File: config.mk
export PLATFORM = sky130hd
export DESIGN_NAME = wdt_two_stage
export DESIGN_NICKNAME = d
export VERILOG_FILES = /design/src/rtl/wdt_pkg.sv /design/src/rtl/wdt_regs.sv /design/src/rtl/wdt_counter.sv /design/src/rtl/wdt_fsm.sv /design/src/rtl/wdt_two_stage.sv
export SDC_FILE = /design/constraint.sdc
export NUM_CORES = 1
export LEC_CHECK = 0
export BUFFER_PORTS_ARGS = -buffer_cell sky130_fd_sc_hd__buf_2
export CAP_MARGIN = 20
export CORE_UTILIZATION = 30
export DETAILED_ROUTE_END_ITERATION = 7
export GPL_TIMING_DRIVEN = 0
export PLACE_DENSITY_LB_ADDON = 0.25
export SLEW_MARGIN = 20
export SYNTH_ARGS = -nofsm -noshare
export SYNTH_HDL_FRONTEND = slang
export SYNTH_SLANG_ARGS = --single-unit
File: constraint.sdc
create_clock -name clk -period 4.6 [get_ports clk]
set_clock_uncertainty 0.2 [all_clocks]
set_input_delay 0.23 -clock clk [delete_from_list [all_inputs] [get_ports clk]]
set_output_delay 0.23 -clock clk [all_outputs]
set_load 0.05 [all_outputs]
File: src/rtl/wdt_pkg.sv
package wdt_pkg;
    typedef enum logic [1:0] {
        ST_HALT   = 2'd0,
        ST_RUN    = 2'd1,
        ST_REBOOT = 2'd2
    } wdt_state_e;

    localparam logic [1:0] A_SMI_EN = 2'd0;
    localparam logic [1:0] A_STATUS = 2'd1;
    localparam logic [1:0] A_CTRL   = 2'd2;
    localparam logic [1:0] A_RELOAD = 2'd3;

    localparam int B_FLAG     = 3;
    localparam int B_SMI_WDT  = 13;
    localparam int B_SMI_GLB  = 0;
    localparam int B_HALT     = 11;
    localparam int B_KICK     = 0;
endpackage

File: src/rtl/wdt_regs.sv
module wdt_regs
    import wdt_pkg::*;
#(
    parameter int DW = 16,
    parameter int CNT_W = 8,
    parameter logic [CNT_W-1:0] RELOAD_RST = CNT_W'(20)
) (
    input  logic             clk,
    input  logic             rst_n,
    input  logic             wr_i,
    input  logic [1:0]       addr_i,
    input  logic [DW-1:0]    wdata_i,
    input  logic             set_flag_i,
    output logic [DW-1:0]    rdata_o,
    output logic [DW-1:0]    smi_en_o,
    output logic             flag_o,
    output logic             halt_o,
    output logic             kick_o,
    output logic [CNT_W-1:0] reload_o
);
    localparam int PAD_W = DW - CNT_W;
    localparam logic [DW-1:0] CTRL_RST = DW'(1) << B_HALT;

    logic [DW-1:0]    smi_en_q;
    logic [DW-1:0]    ctrl_q;
    logic             flag_q;
    logic [CNT_W-1:0] reload_q;
    logic             wr_smi, wr_sts, wr_ctl, wr_rld;

    assign wr_smi = wr_i && (addr_i == A_SMI_EN);
    assign wr_sts = wr_i && (addr_i == A_STATUS);
    assign wr_ctl = wr_i && (addr_i == A_CTRL);
    assign wr_rld = wr_i && (addr_i == A_RELOAD);

    always_ff @(posedge clk or negedge rst_n) begin
        if (!rst_n) begin
            smi_en_q <= '0;
            ctrl_q   <= CTRL_RST;
            reload_q <= RELOAD_RST;
        end else begin
            if (wr_smi) smi_en_q <= wdata_i;
            if (wr_ctl) ctrl_q   <= wdata_i & ~(DW'(1) << B_KICK);
            if (wr_rld) reload_q <= wdata_i[CNT_W-1:0];
        end
    end

    // expiry set takes priority over a write-one clear
    always_ff @(posedge clk or negedge rst_n) begin
        if (!rst_n)                        flag_q <= 1'b0;
        else if (set_flag_i)               flag_q <= 1'b1;
        else if (wr_sts && wdata_i[B_FLAG]) flag_q <= 1'b0;
    end

    always_comb begin
        rdata_o = '0;
        unique case (addr_i)
            A_SMI_EN: rdata_o = smi_en_q;
            A_STATUS: rdata_o[B_FLAG] = flag_q;
            A_CTRL:   rdata_o = ctrl_q;
            A_RELOAD: rdata_o = {{PAD_W{1'b0}}, reload_q};
            default:  rdata_o = '0;
        endcase
    end

    assign smi_en_o = smi_en_q;
    assign flag_o   = flag_q;
    assign halt_o   = ctrl_q[B_HALT];
    assign kick_o   = wr_ctl && wdata_i[B_KICK];
    assign reload_o = reload_q;
endmodule

File: src/rtl/wdt_counter.sv
module wdt_counter #(
    parameter int CNT_W = 8,
    parameter logic [CNT_W-1:0] RELOAD_RST = CNT_W'(20)
) (
    input  logic             clk,
    input  logic             rst_n,
    input  logic             run_i,
    input  logic             tick_i,
    input  logic             kick_i,
    input  logic [CNT_W-1:0] reload_i,
    output logic [CNT_W-1:0] cnt_o,
    output logic             expire_o
);
    logic [CNT_W-1:0] cnt_q;

    assign expire_o = run_i && tick_i && !kick_i && (cnt_q == '0);

    always_ff @(posedge clk or negedge rst_n) begin
        if (!rst_n)                cnt_q <= RELOAD_RST;
        else if (kick_i || expire_o) cnt_q <= reload_i;
        else if (run_i && tick_i)  cnt_q <= cnt_q - CNT_W'(1);
    end

    assign cnt_o = cnt_q;
endmodule

File: src/rtl/wdt_fsm.sv
module wdt_fsm
    import wdt_pkg::*;
(
    input  logic       clk,
    input  logic       rst_n,
    input  logic       halt_i,
    input  logic       expire_i,
    input  logic       flag_i,
    output wdt_state_e state_o,
    output logic       run_o,
    output logic       set_flag_o,
    output logic       reboot_o
);
    wdt_state_e state_q, state_d;

    always_ff @(posedge clk or negedge rst_n) begin
        if (!rst_n) state_q <= ST_HALT;
        else        state_q <= state_d;
    end

    always_comb begin
        state_d = state_q;
        unique case (state_q)
            ST_HALT:   if (!halt_i) state_d = ST_RUN;
            ST_RUN: begin
                if (expire_i && flag_i) state_d = ST_REBOOT;
                else if (halt_i)        state_d = ST_HALT;
            end
            ST_REBOOT: state_d = ST_REBOOT;
            default:   state_d = ST_HALT;
        endcase
    end

    always_comb begin
        run_o      = 1'b0;
        set_flag_o = 1'b0;
        reboot_o   = 1'b0;
        unique case (state_q)
            ST_HALT:   ;
            ST_RUN: begin
                run_o      = 1'b1;
                set_flag_o = expire_i && !flag_i;
            end
            ST_REBOOT: reboot_o = 1'b1;
            default:   ;
        endcase
    end

    assign state_o = state_q;
endmodule

File: src/rtl/wdt_two_stage.sv
module wdt_two_stage
    import wdt_pkg::*;
#(
    parameter int DW = 16,
    parameter int CNT_W = 8,
    parameter logic [CNT_W-1:0] RELOAD_RST = CNT_W'(20)
) (
    input  logic          clk,
    input  logic          rst_n,
    input  logic          tick_i,
    input  logic          reg_wr_i,
    input  logic [1:0]    reg_addr_i,
    input  logic [DW-1:0] reg_wdata_i,
    output logic [DW-1:0] reg_rdata_o,
    output logic          smi_o,
    output logic          reboot_o
);
    logic [DW-1:0]    smi_en;
    logic             flag, halt, kick, run, set_flag, expire;
    logic [CNT_W-1:0] reload, cnt;
    wdt_state_e       state;

    wdt_regs #(.DW(DW), .CNT_W(CNT_W), .RELOAD_RST(RELOAD_RST)) u_regs (
        .clk(clk), .rst_n(rst_n), .wr_i(reg_wr_i), .addr_i(reg_addr_i),
        .wdata_i(reg_wdata_i), .set_flag_i(set_flag), .rdata_o(reg_rdata_o),
        .smi_en_o(smi_en), .flag_o(flag), .halt_o(halt), .kick_o(kick),
        .reload_o(reload)
    );

    wdt_counter #(.CNT_W(CNT_W), .RELOAD_RST(RELOAD_RST)) u_cnt (
        .clk(clk), .rst_n(rst_n), .run_i(run), .tick_i(tick_i),
        .kick_i(kick), .reload_i(reload), .cnt_o(cnt), .expire_o(expire)
    );

    wdt_fsm u_fsm (
        .clk(clk), .rst_n(rst_n), .halt_i(halt), .expire_i(expire),
        .flag_i(flag), .state_o(state), .run_o(run),
        .set_flag_o(set_flag), .reboot_o(reboot_o)
    );

    assign smi_o = flag && smi_en[B_SMI_WDT] && smi_en[B_SMI_GLB];
endmodule

Word-level counts from Yosys, hierarchy flattened
Index checks and enable logic that the tools add are counted.
{ "word_totals": {"register_bits": 50, "wordCells": 50, "output_inout_bits": 18, "in_bits": 22, "rom_bits": 0, "n_memories": 0, "mem_bits_rw": 0, "latchBits": 0} }
{ "classes": {"order_cmp": 0, "addsub": 1, "reduce_logical": 22, "shifts": 0, "eq_ne": 7, "bitwise": 0, "mul": 0, "mux": 14, "div": 0} }
{ "ops": {"columns": ["cell", "n"], "rows": [
  ["12-bit one-hot mux with 3 select lines", 1],
  ["8-bit 2-to-1 mux", 2],
  ["1-bit logical AND", 13],
  ["3-bit one-hot mux with 3 select lines", 1],
  ["8-bit zero test", 1],
  ["8-bit by 1-bit subtractor with 8-bit output, second input constant", 1],
  ["2-bit equality test, second input constant", 3],
  ["2-bit 2-to-1 mux", 3],
  ["2-bit one-hot mux with 3 select lines", 1],
  ["1-bit 2-to-1 mux", 5],
  ["2-bit by 1-bit equality test with 1-bit output, second input constant", 2],
  ["2-bit zero test", 2],
  ["1-bit one-hot mux with 4 select lines", 1],
  ["2-bit nonzero test", 2],
  ["3-bit by 2-bit inequality test with 1-bit output, second input constant", 1],
  ["1-bit zero test", 2],
  ["2-bit inequality test, second input constant", 1],
  ["2-bit AND reduction", 1],
  ["1-bit logical OR", 1]
]} }

Depth between registers and ports, before layout
Gate-level depths: netlist (run 1).
{ "logic_depth": {"depth_word": 9, "depth_mapped": 7, "depth_no_buf": 6} }

Hierarchy
Synthesis (run 1) repeated with hierarchy kept, for this count alone.
{ "unflattened": {"hier_cells": 189, "hier_area_um2": 2462.4} }
{ "by_module_without_submodules": {"columns": ["mod", "instances", "seq_area_each_um2", "area_each_um2", "cells_per_inst"], "rows": [
  ["wdt_regs", 1, 1004.7, 1825.5, 124],
  ["wdt_counter", 1, 202.7, 539.3, 57],
  ["wdt_fsm", 1, 50.0, 91.3, 7],
  ["wdt_two_stage", 1, 0.0, 6.3, 1]
]} }

Worst setup path before layout (run 1)
No wires, ideal clock.
{ "synth_path": {"path_type": "input -> output", "from": "input port reg_addr_i[1]", "to": "output port reg_rdata_o[1]", "path_slack_ns": 2.262, "path_buffers": 2, "t_arrival_ns": 1.908, "stages": 4, "required_ns": 4.170, "path_cell_list": "buf_2 buf_2 mux2i_1 o21ai_0"} }
{ "synth_via": {"elab_chain_cells": 2, "word_cells_on_any_way": 4, "classes_between": "2 x eq/ne; 1 x mux; 1 x reduce/logical"} }
{ "synth_rtl": {"columns": ["item", "line_no", "source"], "rows": [
  ["start, declared", "wdt_two_stage.sv:12", "input logic [1:0] reg_addr_i,"],
  ["2-bit equality test or 2-bit zero test (tied branches)", "wdt_regs.sv:56", "unique case (addr_i)"],
  ["3-bit one-hot mux with 3 select lines (*)", "wdt_regs.sv:56", null],
  ["end, declared", "wdt_two_stage.sv:14", "output logic [DW-1:0] reg_rdata_o,"]
]} }
Every way passes the cells marked *; elsewhere a longest branch is shown, timed or not.

Worst setup path after layout (run 1)
{ "layout_path": {"from": "input port reg_addr_i[0]", "to": "output port reg_rdata_o[2]"} }
Same word-level chain as after synthesis.

==> run metrics, run 1 <==
GPL Wtd Cong 0.7231; via count approximately 1600; Max-Cap Viols 0; Slew Limit Fails 0; Clk network pwr share between 20% and 30%; outcome finished clean; crit path time final 2.148 ns; drt total wl 5.080 mm; FILL cells 765; critical path fanouts, max 10; initial drt markers 62; fin nets 274; total CTS buffers 5; largest net degree at the start of global routing about 50; placed insts 331; sequential share of the synthesized area a little over half; Final Instance Count excl. Fillers 354; Hold WC Path Type input port to flop; CTS Sinks 50; Yosys warnings 0; WS Path Type input port to primary output; Post-synth top cells 45 x dfrtp_1, 38 x mux2_2, 18 x nor2_1; 1st-pass router iterations 4; clk root buf clkbuf_8; H-tree depth 2; largest area contributor in the netlist dfrtp_1; Hold Crit Depth 2; HPWL after DPL 3.399 mm; maximum vdd drop ~0.18 mV; Vias/cell between 4 and 5; Post-synth ARST share 100.0%; worst path required time 4.17 ns; vias in the first global route ~1700; # port buffers 39; LEAKAGE roughly 1.3 nW; Final Hold Viols 0; Post-Route Setup TNS 0 ns; DRC viols 0; Switch Pwr 0.4161 mW; clk buf depth 2; first-pass GRT wire length between 8 and 9 mm; Flop pwr share 50.5%; Area contributors post-synth dfrtp_1 48%, mux2_2 18%, mux2i_1 5.9%; row cnt 32; Antenna diodes 0; combinational fraction of design power 28.4%; die width 90.76 um; worst-margin pin slew 0.7137 ns; internal power 0.8387 mW; Ports 40; FMAX 465.5 MHz; antenna violations before repair 0; CTS tree built; Post-synth EDFFs 0; Die Y 90.76 um; GRT overflow 0; Avg Cell Area, Syn 12.44 um^2; Synth Flop Type dfrtp_1; register area between 1000 and 1500 um^2; share of cells above drive strength 1 39.29%; Synth Instances 190; setup slack after layout 2.452 ns; Worst-Skew Late Latency 0.30 ns; Synth Net Count 213; Initial Util about 31%; Antenna Nets Post-Route 0; overall routing resource usage 13.40%; Die ar. 8237 um^2; most instantiated library cell after synthesis dfrtp_1; DR WL/cell 14.35 um; synthesized area 2364 um^2; top-area cell type share of the netlist area 47.64%; Cell variety after synth 35; DP Worst Slack 2.427 ns; Multi-input gate area 1049 um^2; Slew Limit Headroom 52.21%; Core ar. 7687 um^2; R2R Setup Slk between 2 and 3 ns; Switching Fraction 33.16%; Yosys reg bits 50; Critical Path End Type primary output; Layout area overhead 23.98%; Worst EP arrival around 1.7 ns; period utilization 46.70%; Util after Layout 38.12%; WHS 0.01086 ns; power density cells 428.2 nW/um^2; CTS clk-pin slew, worst paths about 0.090 ns; FF-to-FF path depth 7; # setup viols final 0; CP Launch Type input port; RSZ-0062 raised after global routing no
[sequential cells by signal, indices dropped and copies added (netlist names)]
signal and flops:
u_fsm.state_o 2, u_regs.ctrl_q 15, u_cnt.cnt_o 8, u_regs.smi_en_o 16, u_regs.flag_o 1, u_regs.reload_o 8
[final cells by class]
class | instances | area share (%)
tap | 102 | 4.355
buffer | 9 | 1.580
inverter | 3 | 0.3843
sequential | 50 | 42.91
multi-input combinational | 128 | 35.78
clock buffer | 7 | 2.946
timing repair buffer | 54 | 11.87
clock inverter | 1 | 0.1708
[worst paths after layout]
check | end | start
min reg2reg | u_fsm.state_o[0] | u_fsm.state_o[1]
max reg2reg | u_cnt.cnt_o[6] | u_cnt.cnt_o[0]
min in group asynchronous | u_regs.smi_en_o[8] | rst_n
max | reg_rdata_o[2] | reg_addr_i[0]
max in group asynchronous | u_regs.reload_o[7] | rst_n
min | u_regs.smi_en_o[3] | reg_wdata_i[3]
[power by group through the flow]
stage / clock network (mW) / logic, mW / registers [mW]
2_1_floorplan: 0 / 0.278 / 0.623
3_3_place_gp: 0 / 0.345 / 0.640
3_5_place_dp: 0 / 0.348 / 0.642
4_1_cts: 0.276 / 0.360 / 0.634
5_1_grt: 0.290 / 0.391 / 0.649
6_report: 0.264 / 0.357 / 0.634
[critical path, stage by stage]
cell      delay, ns
buf_2          0.12
clkbuf_1       0.38
and2_1         0.19
clkbuf_1       0.30
nand2_1        0.08
o21ai_0        0.10
buf_2          0.31
[cells in the final DEF (no fill, tap or decap), types with 2 or more instances in the layout]
master and instances:
clkbuf_8 6, o21ai_0 8, dfrtp_1 45, nand2_1 10, nor2_1 18, buf_2 42, nand3b_1 3, inv_1 3
a21oi_1 7, nand3_1 2, clkbuf_1 5, xnor2_1 3, and4b_1 2, xor2_1 3, mux2_2 38, dfstp_2 5
nor4_1 3, dlygate4sd3_1 15, mux2i_1 14
[layer usage]
metal  vias up  track usage [%]  routed length (um)
met5         -                0                   0
met4         0            4.032                  57
met3         6            2.694                 172
met2        26            22.10                2448
met1       784            17.67                2402
li1        795                -                   -
[stage by stage]
| stage | instance area (um^2) | power, mW |
|---|---|---|
| floorplan | 2364 | 0.9002 |
| global placement | 2686 | 0.9849 |
| detailed placement | 2689 | 0.9902 |
| CTS | 2930 | 1.271 |
| global route | 2930 | 1.330 |
| finish | 2930 | 1.255 |
[kinds of logic (layout without fill, tap and decap cells)]
kind of cell	after synthesis	after routing	share of synthesized area, %
AOI/OAI and AO/OA	21	21	5.771
xor gates and xnor gates	6	6	2.224
adders and majority gates	1	1	0.5293
DFF	50	50	53.20
muxes	54	54	25.62
and+or+nand+nor	46	46	10.22
buffers and inverters	12	74	2.435
[timing repair]
action	CTS	global route
resized for setup	0	0
setup buffers	0	0
endpoints found under the hold margin	79	0
hold buffers	15	0
(Power assumes the default switching activity.)
==> run 2: changes to the inputs <==
==> constraint.sdc (replaced) <==
create_clock -name clk -period 1.8 [get_ports clk]
set_clock_uncertainty 0.2 [all_clocks]
set_input_delay 0.09 -clock clk [delete_from_list [all_inputs] [get_ports clk]]
set_output_delay 0.09 -clock clk [all_outputs]
set_load 0.05 [all_outputs]
==> run metrics, run 2 (synthesized netlist as in run 1, its figures left out) <==
outcome finished, violations left; failing checks setup timing; placed insts between 300 and 400; vias in the first global route 1806; Worst EP arrival 2.00 ns; leading cell types in the layout, fill and taps excluded 45 x dfrtp_1, 41 x buf_2, 38 x mux2_2; Core ar. 7687 um^2; period utilization 111.4%; first-pass GRT wire length 8.963 mm; Slew Limit Headroom 57.08%; global routing's busiest layer met2; Antenna Nets Post-Route 0; critical path fanouts, max 6; Util after Layout roughly 41%; CP Launch Type flop; worst-margin pin slew 0.6438 ns; Final Instance Count excl. Fillers between 300 and 400; crit path time final 2.005 ns; CTS clk-pin slew, worst paths 0.09 ns; R2R Path End u_cnt.cnt_o[1]; reg2reg start u_cnt.cnt_o[7]; # setup viols final 11; total CTS buffers 5; Placed Area 2699 um^2; via count 1723; Layout area overhead 33.99%; Hold Crit Depth 3; Hold WC Path Type input port to flop; DRC viols 0; HPWL after DPL 3.602 mm; GPL Wtd Cong 0.7422; maximum vdd drop 0.4747 mV; CTS tree built; power density cells 1096 nW/um^2; Die Y 90.76 um; drt total wl 5.365 mm; DR WL/cell 14.66 um; slowest CP cell or4_4; Worst-Skew Late Latency 0.30 ns; setup slack after layout -0.2055 ns; row cnt 32; clk buf depth 2; WHS 0.08049 ns; WS Path Type flop to flop; GRT overflow 0; FMAX 498.6 MHz; Final Hold Viols 0; worst path required time around 1.8 ns; antenna violations before repair 0; RSZ-0062 raised after global routing yes; routing usage on met3 about 2.6%; Die ar. 8237 um^2; fin nets around 290; max reg flops 16; H-tree depth 2; # port buffers 39; initial drt markers 71; critical hold path startpoint reg_addr_i[1]; die width 90.76 um; Max-Cap Viols 0; overall routing resource usage between 10% and 20%; CTS Sinks 50; Antenna diodes 0; Critical Path End Type flop; max incr delay on CP 0.57 ns; leading cell type in the layout, fill and taps excluded dfrtp_1; crit path cell chain or4_4 > o32a_4 > mux2_4; GR Layer Usage met2 approximately a quarter; R2R Setup Slk -0.21 ns; Hold Path End u_regs.smi_en_o[0]; Finished Cell Area between 3000 and 4000 um^2; LEAKAGE 1.393 nW; met1 usage 16.80%; Ports 40; Top delay family on crit path simple AND/OR/NAND/NOR gates; Overall Power 3.471 mW; Initial Util a little over 30%; largest net degree at the start of global routing 51; Slew Limit Fails 0; clk root buf clkbuf_8; WP buf/inv 0; share of cells above drive strength 1 47.73%; FF-to-FF path depth 3; 1st-pass router iterations 4; Vias/cell roughly 4.7
run 2: cell types whose count changed in the layout (fill, tap and decap cells not counted), sizes merged:
cell         delta
buf             +9
clkinv          -1
clkinvlp        +1
dlygate4sd3     +3
run 2: what timing repair did:
action	CTS	global route
endpoints found under the setup margin	18	18
gates resized for setup	6	17
buffers inserted	5	5
hold buffers	18	0
endpoints found under the hold margin	85	0
gates cloned	0	1
pin swaps	2	4
run 2: layer usage:
metal	part of all wire [%]	wire length, um
met1	43	2333
met2	52	2802
met3	2.9	156
met4	1.3	72
met5	0	0
run 2: through the flow:
| step | worst slack [ns] | setup TNS [ns] |
|---|---|---|
| 2_1_floorplan | -0.1447 | -0.6429 |
| 3_3_place_gp | -0.2812 | -3.039 |
| 3_5_place_dp | -0.3403 | -3.745 |
| 4_1_cts | -0.2281 | -2.170 |
| 5_1_grt | -0.2504 | -2.172 |
| 6_report | -0.2055 | -1.432 |
run 2: area by class of cell:
cell class / instances / area [um^2]
fillers: 771 / 4521
flip-flops and latches: 50 / 1257
multi-input cells: 128 / 1164
repair buffers: 68 / 478.0
well taps: 102 / 127.6
clock buffers: 7 / 76.32
plain buffers: 7 / 45.04
inverters: 3 / 11.26
clock inverters: 1 / 7.507
run 2: report_power, final:
| part | internal [mW] | switching (mW) |
|---|---|---|
| clock network | 0.276 | 0.358 |
| logic | 0.601 | 0.606 |
| registers | 1.42 | 0.209 |
run 2: worst max path at each step:
stage	start	endpoint	slack, ns	cells after the start
global route	u_cnt.cnt_o[1]	u_cnt.cnt_o[1]	-0.25	5
CTS	u_cnt.cnt_o[0]	u_cnt.cnt_o[1]	-0.23	5
finish	u_cnt.cnt_o[7]	u_cnt.cnt_o[1]	-0.21	3
detailed placement	u_cnt.cnt_o[0]	u_fsm.state_o[0]	-0.34	5
floorplan	u_cnt.cnt_o[0]	u_cnt.cnt_o[1]	-0.14	5
global placement	u_cnt.cnt_o[0]	u_fsm.state_o[0]	-0.28	5
run 2: worst min-delay path: stages:
cell and delay (ns):
buf_2 0.13, nor3b_2 0.10, mux2_2 0.23
